File: src/rtl/edge_irq_ctrl.sv
module edge_irq_ctrl #(
  parameter int NPORTS = 4,
  parameter int AW     = 8
) (
  input  logic                  clk,
  input  logic                  rst_n,
  input  logic [NPORTS*8-1:0]   din,
  input  logic [AW-1:0]         addr,
  input  logic                  wr_en,
  input  logic [7:0]            wdata,
  output logic [7:0]            rdata,
  output logic                  irq
);
  localparam int NCH = NPORTS * 8;
  localparam logic [AW-1:0] A_CLR  = AW'(1);
  localparam logic [AW-1:0] A_STAT = AW'(2);
  localparam logic [AW-1:0] A_CTRL = AW'(3);

  logic [NCH-1:0] sy1, sy2, sy3;
  logic [NCH-1:0] rmask, fmask;
  logic [4:0]     ctrl;
  logic           pend, ovf, rseen, fseen;
  logic           rise_hit, fall_hit, evt, clr_e, clr_o;

  always_ff @(posedge clk) begin
    if (!rst_n) begin
      sy1 <= '0;
      sy2 <= '0;
      sy3 <= '0;
    end else begin
      sy1 <= din;
      sy2 <= sy1;
      sy3 <= sy2;
    end
  end

  always_ff @(posedge clk) begin
    if (!rst_n) ctrl <= '0;
    else if (wr_en && addr == A_CTRL) ctrl <= wdata[4:0];
  end

  for (genvar p = 0; p < NPORTS; p++) begin : g_port
    localparam logic [AW-1:0] A_RISE = AW'(8'h42 + 16 * p);
    localparam logic [AW-1:0] A_FALL = AW'(8'h43 + 16 * p);
    always_ff @(posedge clk) begin
      if (!rst_n) begin
        rmask[p*8 +: 8] <= '0;
        fmask[p*8 +: 8] <= '0;
      end else if (wr_en) begin
        if (addr == A_RISE) rmask[p*8 +: 8] <= wdata;
        if (addr == A_FALL) fmask[p*8 +: 8] <= wdata;
      end
    end
  end

  assign rise_hit = ctrl[3] & |(sy2 & ~sy3 & rmask);
  assign fall_hit = ctrl[4] & |(~sy2 & sy3 & fmask);
  assign evt      = ctrl[0] & (rise_hit | fall_hit);
  assign clr_e    = wr_en & (addr == A_CLR) & wdata[3];
  assign clr_o    = wr_en & (addr == A_CLR) & wdata[2];

  always_ff @(posedge clk) begin
    if (!rst_n) begin
      pend  <= 1'b0;
      ovf   <= 1'b0;
      rseen <= 1'b0;
      fseen <= 1'b0;
    end else begin
      pend  <= evt | (pend & ~clr_e);
      rseen <= (evt & rise_hit) | (rseen & ~clr_e);
      fseen <= (evt & fall_hit) | (fseen & ~clr_e);
      ovf   <= (evt & pend & ctrl[1]) | (ovf & ~clr_o);
    end
  end

  assign irq = ctrl[2] & (pend | ovf);

  always_comb begin
    rdata = 8'h00;
    if (addr == A_STAT) rdata = {3'b000, fseen, rseen, irq, ovf, pend};
    if (addr == A_CTRL) rdata = {3'b000, ctrl};
    for (int p = 0; p < NPORTS; p++) begin
      if (addr == AW'(8'h42 + 16 * p)) rdata = rmask[p*8 +: 8];
      if (addr == AW'(8'h43 + 16 * p)) rdata = fmask[p*8 +: 8];
    end
  end
endmodule

File: config.mk
export PLATFORM = sky130hd
export DESIGN_NAME = edge_irq_ctrl
export DESIGN_NICKNAME = d
export VERILOG_FILES = /design/src/rtl/edge_irq_ctrl.sv
export SDC_FILE = /design/constraint.sdc
export NUM_CORES = 1
export LEC_CHECK = 0
export ABC_AREA = 1
export BUFFER_PORTS_ARGS = -buffer_cell sky130_fd_sc_hd__buf_4
export CAP_MARGIN = 20
export CORE_ASPECT_RATIO = 1.75
export CORE_MARGIN = 1.5
export CORE_UTILIZATION = 50
export DETAILED_ROUTE_END_ITERATION = 8
export PLACE_DENSITY = 0.72
export SYNTH_ARGS = -nofsm -noshare
export SYNTH_HDL_FRONTEND = slang
export SYNTH_SLANG_ARGS = --single-unit
File: constraint.sdc
create_clock -name clk -period 5.84 [get_ports clk]
set_input_delay 1.752 -clock clk [delete_from_list [all_inputs] [get_ports clk]]
set_output_delay 1.752 -clock clk [all_outputs]
set_load 0.03 [all_outputs]
==> run metrics <==
wire per inst=13.7 µm; ys async rst share=0%; Post-Syn Nets=995; first-pass GRT wire length=26.4 mm; Distinct cells, synth=30; IO Count=60; initial antenna violation count=0; TNS Setup=0 ps; I/O Buffers=59; # Max-Cap Violations=0; Slowest-stage cell, CP=nor2_2; Setup crit end kind=output port; Peak Freq=0.197 GHz; layout cells sized above 1=11.9%; first-pass iteration count of the detailed router=4; clock latency on the worst-skew pair=430 ps; Clock Root Buffer=clkbuf_16; Die Y=158 µm; CTS Buf Count=17; clock skew=9.63 ps; hold bufs inserted after CTS=0; # DRC=0; vias in the first global route=5527; largest net degree at the start of global routing=77; Comb pwr share=4.4%; Final period util=87.1%; Vias/cell=5.06; Critical Path, Cell by Cell=buf_4, inv_1, nand2_2, nor2_2, nand2_1, o21ai_0, o22ai_1, nand4_1, buf_4; Die ar.=0.0145 mm²; starting density of the core=51.3%; largest cells by area after synthesis=dfxtp_1 49%, nand2_1 14%, inv_1 8.8%; total core area=0.0134 mm²; CTS tree=built; clock sinks=169; Sw Share=24.9%; pwr/cell area=300 mW/mm²; Clock Tree Buf Depth=2; worst path bufs/invs=3; register area share after synthesis=49.3%; Slew @ Worst Pin=837 ps; Post-synth EDFFs=0; CTS resizes=0; Slew Limit Fails=0; Routed WL=16.1 mm; CP Launch Type=primary input; Mean Syn Cell Area=7.27 µm²; Worst Hold Class=flip-flop to flip-flop; Crit path max-delay family=simple AND/OR/NAND/NOR gates; worst-path fanout max=9; slowest stage delay, CP=360 ps; Diodes inserted=0; Worst Setup Path Type=primary input to output port; Tot Pwr=2380 µW; DP Wirelength=11.6 mm; crit-path most repeated cell=buf_4; gpl congestion=0.891; routed vias=5946; final core utilization=59.4%; Net Switching=594 µW; antenna-violating nets left=0; Clock Pin Slew Worst Setup and Hold Paths=70 ps; starting DRC count in detailed routing=336; Nets=1038; Internal Power=1790 µW; Cell Area, Synth=0.00686 mm²; Critical Path RT=4090 ps; share of the synthesized area in the top cell type=49.3%; Ys Warns=0; clock group share of total power=45.5%; setup bufs post-CTS=0; Rel. slew slack=44.2%; Worst EP arrival=3330 ps; crit path time final=5090 ps; CTS H-tree depth=4; final hold vios=0; Setup Viol. Count Final=0; Peak VDD IR=0.000242 V; Cells after Synth=944; Synth Flop Type=dfxtp_1; Layout area overhead=15.9%; #FFs+latches synth=169; total grt overflow=0; RSZ-0062 raised after global routing=no; Leakage Power=0.00392 µW; die width=91.6 µm; status=completed; Seq pwr share=50.0%; largest area contributor in the netlist=dfxtp_1; # rows=56; Total GRT Usage=23.7%
## power groups by stage
stage               sequential, µW  clock, µW  combinational, µW
detailed placement            1220          0                106
global placement              1220          0                104
global route                  1200       1150                119
finish                        1190       1080                106
CTS                           1190       1100                106
floorplan                     1210          0               62.7
## synthesized netlist by cell type, types with 2 or more instances
library cell	number
nor4_4	3
nor3_1	8
nand3_1	92
inv_2	4
a21oi_1	67
nand3b_1	24
nand4_1	9
inv_1	160
buf_2	6
buf_6	3
o211ai_1	2
o21ai_0	31
nor4_1	4
dfxtp_1	169
nor2_1	60
nand2_2	6
nor3_2	2
nor2_2	3
nand2_1	252
clkbuf_1	29
## path summary, 6_finish.rpt
kind         startpoint  endpoint  slack (ps)  cells past startpoint
min              sy1[7]    sy2[7]         410                      2
max reg2reg     sy2[29]       ovf        4320                     12
max             addr[2]  rdata[6]         750                      9
min reg2reg      sy1[7]    sy2[7]         410                      2
## sequential cells by signal, indices dropped and copies added (netlist names)
signal,cells
fmask,32
rmask,32
sy1,32
sy2,32
sy3,32
ctrl,5
fseen,1
ovf,1
pend,1
rseen,1
## per-layer routing
metal / up-vias / part of all wire [%] / track usage [%]
li1: 3023 / - / -
met1: 2710 / 38 / 24.9
met2: 152 / 52 / 43.1
met3: 61 / 3.6 / 4.47
met4: 0 / 5.9 / 14.5
met5: - / 0 / 0
## worst register-to-register path: cells and delay by family (launching register included)
kind                   cells  cell delay (ps)
buffers and inverters      1               60
AO/OA/AOI/OAI              1               60
AND/OR/NAND/NOR           10              950
flip-flops                 1              310
## final cells by class
type	count	area (µm²)
fill	1263	5430
tap	174	218
multi-input combinational	571	2680
clock buffer	17	425
inverter	165	622
timing repair buffer	63	473
sequential	169	3380
clock inverter	15	154
## kinds of logic (layout without fill, tap and decap cells)
logic type      Yosys count  count (layout)  synth area share, %
simple gates            468             468                 31.3
buf+inv                 204             260                 11.7
flops                   169             169                 49.3
compound gates          103             103                 7.68
## per-stage QoR
step	instances	worst slack, ps	hold slack [ps]	cell area (µm²)
3_3_place_gp	1142	757	393	7370
3_5_place_dp	1142	735	399	7370
2_1_floorplan	944	1140	386	6860
6_report	1174	754	409	7950
4_1_cts	1174	725	415	7950
5_1_grt	1174	572	426	7950
## layout by cell type, fill, tap and decap left out, types with 2 or more instances in the layout
cell,instances
nand2_1,252
dfxtp_1,169
inv_1,160
nand3_1,92
a21oi_1,67
buf_4,63
nor2_1,60
o21ai_0,31
nand3b_1,24
clkbuf_16,17
nand4_1,9
nor3_1,8
nand2_2,6
inv_8,5
inv_2,4
nor4_1,4
inv_6,4
nor2_2,3
nor4_4,3
nor3_2,2
o211ai_1,2
clkinv_8,2
clkinv_4,2
Note: power is estimated with default switching activity, not from simulation.
